**src/rtl/rdgate_pkg.sv**
```systemverilog
// Shared types for the delayed read initiation gate.
package rdgate_pkg;
    typedef enum logic [1:0] {
        CMD_MR  = 2'b00,
        CMD_MRL = 2'b01,
        CMD_MRM = 2'b10,
        CMD_BAD = 2'b11
    } rd_cmd_e;

    typedef enum logic [1:0] {
        THR_FLOOR   = 2'b00,
        THR_ALIAS   = 2'b01,
        THR_SPLIT   = 2'b10,
        THR_FULLINE = 2'b11
    } thr_code_e;
endpackage

```
**src/rtl/rdgate_cfg_reg.sv**
```systemverilog
// Threshold code register.
// Holds the 2-bit threshold code. It resets to the floor code and loads on a write strobe.
// Assumes: synchronous active-low reset.
module rdgate_cfg_reg
    import rdgate_pkg::*;
(
    input  logic      clk,
    input  logic      rst_n,
    input  logic      wr_en,
    input  logic [1:0] wr_code,
    output thr_code_e code_q
);
    // Load or reset the stored code.
    always_ff @(posedge clk) begin
        if (!rst_n)
            code_q <= THR_FLOOR;
        else if (wr_en)
            code_q <= thr_code_e'(wr_code);
    end
endmodule

```
**src/rtl/rdgate_line_norm.sv**
```systemverilog
// Cache line size normaliser.
// Passes supported line sizes through and maps every other value to the fallback size.
// Assumes: the line size is given in Dwords.
module rdgate_line_norm #(
    parameter int CLS_W   = 8,
    parameter int NEED_W  = 8,
    parameter int NSIZES  = 3,
    parameter int BASE_DW = 8
) (
    input  logic [CLS_W-1:0]  cls_in,
    output logic [NEED_W-1:0] line_dw
);
    localparam int MAX_DW = BASE_DW << (NSIZES - 1);

    logic [NSIZES-1:0] hit;

    // One comparator per supported size: BASE_DW, 2*BASE_DW, ...
    for (genvar g = 0; g < NSIZES; g++) begin : g_size
        assign hit[g] = (cls_in == CLS_W'(BASE_DW << g));
    end

    // Choose the matched size, or fall back to BASE_DW.
    always_comb begin
        line_dw = NEED_W'(BASE_DW);
        for (int i = 0; i < NSIZES; i++)
            if (hit[i])
                line_dw = NEED_W'(BASE_DW << i);
    end

    initial begin
        if (MAX_DW >= (1 << NEED_W))
            $error("rdgate_line_norm: NEED_W too small for largest line");
    end
endmodule

```
**src/rtl/rdgate_need_calc.sv**
```systemverilog
// Required free space calculator.
// Picks the number of free Dwords a read needs from the threshold code and the command.
// Assumes: line_dw is already normalised.
module rdgate_need_calc
    import rdgate_pkg::*;
#(
    parameter int NEED_W  = 8,
    parameter int BASE_DW = 8
) (
    input  thr_code_e         code,
    input  rd_cmd_e           cmd,
    input  logic [NEED_W-1:0] line_dw,
    output logic [NEED_W-1:0] need_dw,
    output logic              cmd_ok
);
    // Choose between the fixed floor and a full line.
    always_comb begin
        cmd_ok = (cmd != CMD_BAD);
        unique case (code)
            THR_FULLINE: need_dw = line_dw;
            THR_SPLIT:   need_dw = (cmd == CMD_MR) ? NEED_W'(BASE_DW) : line_dw;
            default:     need_dw = NEED_W'(BASE_DW);
        endcase
    end
endmodule

```
**src/rtl/rdgate_initiate.sv**
```systemverilog
// Delayed read initiation gate (top).
// Raises start_permit while a legal pending read has enough free queue space.
// A request is consumed when the permit and xfer_ready meet in one cycle.
// Assumes: the requester keeps req_cmd stable while req_valid is high and the request is not yet taken.
module rdgate_initiate
    import rdgate_pkg::*;
#(
    parameter int FREE_W  = 8,
    parameter int CLS_W   = 8,
    parameter int BASE_DW = 8,
    parameter int NSIZES  = 3
) (
    input  logic              clk,
    input  logic              rst_n,
    input  logic              cfg_we,
    input  logic [1:0]        cfg_code,
    input  logic [CLS_W-1:0]  cls_other,
    input  logic              req_valid,
    input  logic [1:0]        req_cmd,
    input  logic [FREE_W-1:0] free_dw,
    input  logic              xfer_ready,
    output logic              start_permit,
    output logic              req_take
);
    localparam int NEED_W = FREE_W;

    thr_code_e         code_q;
    logic [NEED_W-1:0] line_dw;
    logic [NEED_W-1:0] need_dw;
    logic              cmd_ok;

    rdgate_cfg_reg u_cfg (
        .clk     (clk),
        .rst_n   (rst_n),
        .wr_en   (cfg_we),
        .wr_code (cfg_code),
        .code_q  (code_q)
    );

    rdgate_line_norm #(
        .CLS_W   (CLS_W),
        .NEED_W  (NEED_W),
        .NSIZES  (NSIZES),
        .BASE_DW (BASE_DW)
    ) u_norm (
        .cls_in  (cls_other),
        .line_dw (line_dw)
    );

    rdgate_need_calc #(
        .NEED_W  (NEED_W),
        .BASE_DW (BASE_DW)
    ) u_need (
        .code    (code_q),
        .cmd     (rd_cmd_e'(req_cmd)),
        .line_dw (line_dw),
        .need_dw (need_dw),
        .cmd_ok  (cmd_ok)
    );

    // Permit: a pending legal request with enough free space.
    always_comb begin
        start_permit = req_valid && cmd_ok && (free_dw >= need_dw);
        req_take     = start_permit && xfer_ready;
    end
endmodule

```
**config.mk**
```make
export PLATFORM = sky130hd
export DESIGN_NAME = rdgate_initiate
export DESIGN_NICKNAME = d
export VERILOG_FILES = /design/src/rtl/rdgate_pkg.sv /design/src/rtl/rdgate_cfg_reg.sv /design/src/rtl/rdgate_line_norm.sv /design/src/rtl/rdgate_need_calc.sv /design/src/rtl/rdgate_initiate.sv
export SDC_FILE = /design/constraint.sdc
export NUM_CORES = 1
export LEC_CHECK = 0
export ABC_AREA = 1
export BUFFER_PORTS_ARGS = -buffer_cell sky130_fd_sc_hd__buf_2
export CAP_MARGIN = 30
export CORE_AREA = 2 2 39 41
export DETAILED_ROUTE_END_ITERATION = 10
export DIE_AREA = 0 0 41 43
export PLACE_DENSITY = 0.63
export SKIP_LAST_GASP = 1
export SLEW_MARGIN = 20
export SYNTH_ARGS = -nofsm -noshare
export SYNTH_HDL_FRONTEND = slang
export SYNTH_SLANG_ARGS = --single-unit
```
**constraint.sdc**
```tcl
create_clock -name clk -period 3.35 [get_ports clk]
set_input_delay 0.5025 -clock clk [delete_from_list [all_inputs] [get_ports clk]]
set_output_delay 0.5025 -clock clk [all_outputs]
set_load 0.01 [all_outputs]
```
==> results by group <==
Run status
  – Outcome: finished, final reports clean

Power and ir drop
  – Clock share of power: 0.474
  – Lkg Pwr: 0.0002831 uW
  – Sw power: 29.51 uW
  – Comb power frac: 0.290
  – Switching part of the total: 0.2628
  – Internal: 82.78 uW
  – Power Dens Cells: 243.9 nW/um2
  – Tot Pwr: 112.3 uW
  – Seq pwr share: 0.236
  – Worst vdd rail ir drop: 137.4 uV

Worst setup path
  – Crit path DAT: 1.88 ns
  – CP Class: primary input to primary output
  – Worst R2R Start: u_cfg.code_q[1]
  – R2r setup slk: 2.74 ns
  – Worst setup SP type: primary input
  – Reg2Reg Depth: 2
  – Worst Path Required: 2.85 ns
  – Capturing point of the worst reg2reg path: u_cfg.code_q[1]
  – Worst setup EP type: primary output
  – Crit Path Max Fanout: 3

Cells and area
  – Non-Filler Instances: 96
  – Max reg flops: 2
  – Most common cell after layout, fill and taps aside: buf_2
  – Nets@finish: 110
  – Antenna diode count: 0
  – Fillers: 154
  – Top reg by flops: u_cfg.code_q
  – Largest registers: u_cfg.code_q (2)
  – Commonest non-fill, non-tap cells in the layout: buf_2 (26), inv_1 (13), nand2_1 (12)
  – Fraction of layout cells with a size suffix above 1: 0.4250
  – Synth-to-Final Area Change: 60.00%

Timing
  – Tightest Pin Transition: 0.2637 ns
  – Clk_skew: 0 ns
  – Final hold violation count: 0
  – Fin crit share: 0.7118
  – Final setup violation count: 0
  – Headroom to the max-slew limit: 0.8227
  – Slew Limit Fails: 0
  – Maximum clock frequency: 0.4194 GHz
  – Min Hold Slack: 0.5005 ns
  – Final WS setup: 0.9655 ns
  – TNS Setup: 0 ns
  – Unrepaired setup endpoints after global routing: false
  – Post-layout min period: 2.385 ns

GRT
  – Largest net degree at the start of global routing: 4
  – Wire length of the first global-routing pass: 1166 um
  – Total GRT Usage: 0.09619
  – Total gr overflow: 0
  – Initial antenna violation count: 0
  – Vias in the first global route: 356

Placement
  – GPL Wtd Cong: 0.6456
  – Port Buf Inserts: 26
  – Place WS: 0.9379 ns
  – Cells after DPL: 93
  – DP Wirelength: 602 um

Detailed routing
  – Wirelength per Cell: 6.698 um
  – Max Used Layer: met3
  – Via Count: 382
  – Vias per cell: 3.979
  – First-pass detailed-route iteration total: 1
  – Met2 WL: 323 um
  – WL met1: 246 um
  – Initial DRC Count: 0
  – Detail Route Antenna Nets: 0
  – DR WL met3: 72 um
  – Drt drc: 0
  – Routed WL: 643 um

Clock tree
  – Clock root buffer: clkbuf_4
  – H-tree depth: 1
  – CTS tree: built
  – Clk_lat worst skew: 0.22 ns
  – Max Root-Sink Buffers: 2
  – # resized after CTS: 0
  – CTS Buf Count: 3
  – Post-CTS setup buffer count: 0
  – Clk slew on worst S/H paths: 0.03 ns
  – Sink Count: 2
  – CTS Hold Bufs: 0

Floorplan
  – Core ar.: 1384 um2
  – I/O pin count: 27
  – Die width: 41 um
  – Initial Utilization: 0.2080
  – Die area: 1763 um2
  – Chip height: 43 um
  – Rows: 14

Run
  – Max-Cap Viols: 0

Yosys
  – Net Count, Synth: 79
  – Gate count of the mapped netlist: 51
  – Yosys Warn Count: 0
  – Seq cells post-synth: 2
  – Netlist cell types: 14
  – Mapped cell area: 287.8 um2
  – Register area share after synthesis: 0.1391
  – Syn_area_per_cell: 5.643 um2

Hold path
  – Hold depth: 2
  – Hold EP: u_cfg.code_q[0]
  – Hold Crit Start: u_cfg.code_q[0]
  – HP Class: flop to flop
==> worst max-delay path by stage <==
stage	start	to	slack [ns]	cells past startpoint
after floorplan	cls_other[0]	req_take	1.21	11
after global placement	cls_other[0]	req_take	0.95	13
after detailed placement	cls_other[0]	req_take	0.94	13
after CTS	cls_other[0]	req_take	0.94	13
after global routing	cls_other[0]	req_take	0.80	13
final	cls_other[0]	req_take	0.97	13
==> kinds of logic after synthesis <==
logic type	share of synthesized area
buffers and inverters	0.1696
DFF	0.1391
AOI/OAI and AO/OA	0.05216
and+or+nand+nor	0.5087
adders and majority gates	0.1304
==> layout make-up <==
| class | count | area [um2] | share of cell area |
|---|---|---|---|
| clock buffers | 3 | 22.52 | 0.04891 |
| inverters | 13 | 48.80 | 0.1060 |
| multi-input cells | 36 | 198.9 | 0.4321 |
| flip-flops and latches | 2 | 40.04 | 0.08696 |
| well taps | 16 | 20.02 | 0.04348 |
| repair buffers | 26 | 130.1 | 0.2826 |
==> power groups by stage <==
stage          sequential (uW)  combinational (uW)  clock [uW]
6_report                  26.5                32.6        53.2
5_1_grt                   26.7                38.3        56.3
4_1_cts                   26.5                33.3        57.3
3_5_place_dp              26.9                33.2           0
3_3_place_gp              26.8                32.4           0
2_1_floorplan             26.5                14.8           0
==> metrics by stage <==
step,instance area (um2),utilization
final,460.4,0.3327
after global routing,460.4,0.3327
after CTS,460.4,0.3327
after detailed placement,437.9,0.3165
after global placement,437.9,0.3165
after floorplan,287.8,-
==> synth_stat cells <==
library cell / n / area [um2]
nor4_2: 1 / 12.51
nor3_2: 1 / 10.01
nor2_2: 2 / 12.51
nand2_1: 12 / 45.04
inv_1: 13 / 48.80
nor3_1: 2 / 10.01
ha_1: 3 / 37.54
o21ai_1: 1 / 5.000
nand3_1: 1 / 5.000
nor2_1: 8 / 30.03
nand3b_1: 2 / 15.01
o21ai_0: 2 / 10.01
nand2_2: 1 / 6.260
dfxtp_1: 2 / 40.04
==> layer usage <==
layer / track usage / vias to the layer above
met1: 0.1118 / 152
met3: 0.01571 / 0
met2: 0.1438 / 17
li1: - / 213
met4: 0.08000 / 0
met5: 0 / -
==> worst max-delay path: stages <==
cell,delay (ns)
buf_2,0.10
nor3_2,0.15
nand3b_1,0.10
nor2_2,0.12
nand2_1,0.07
ha_1,0.29
nand2_1,0.06
nor2_1,0.10
nand2_1,0.06
nand3_1,0.08
nand2_2,0.06
nor2_2,0.06
buf_2,0.12
(Power assumes the default switching activity.)
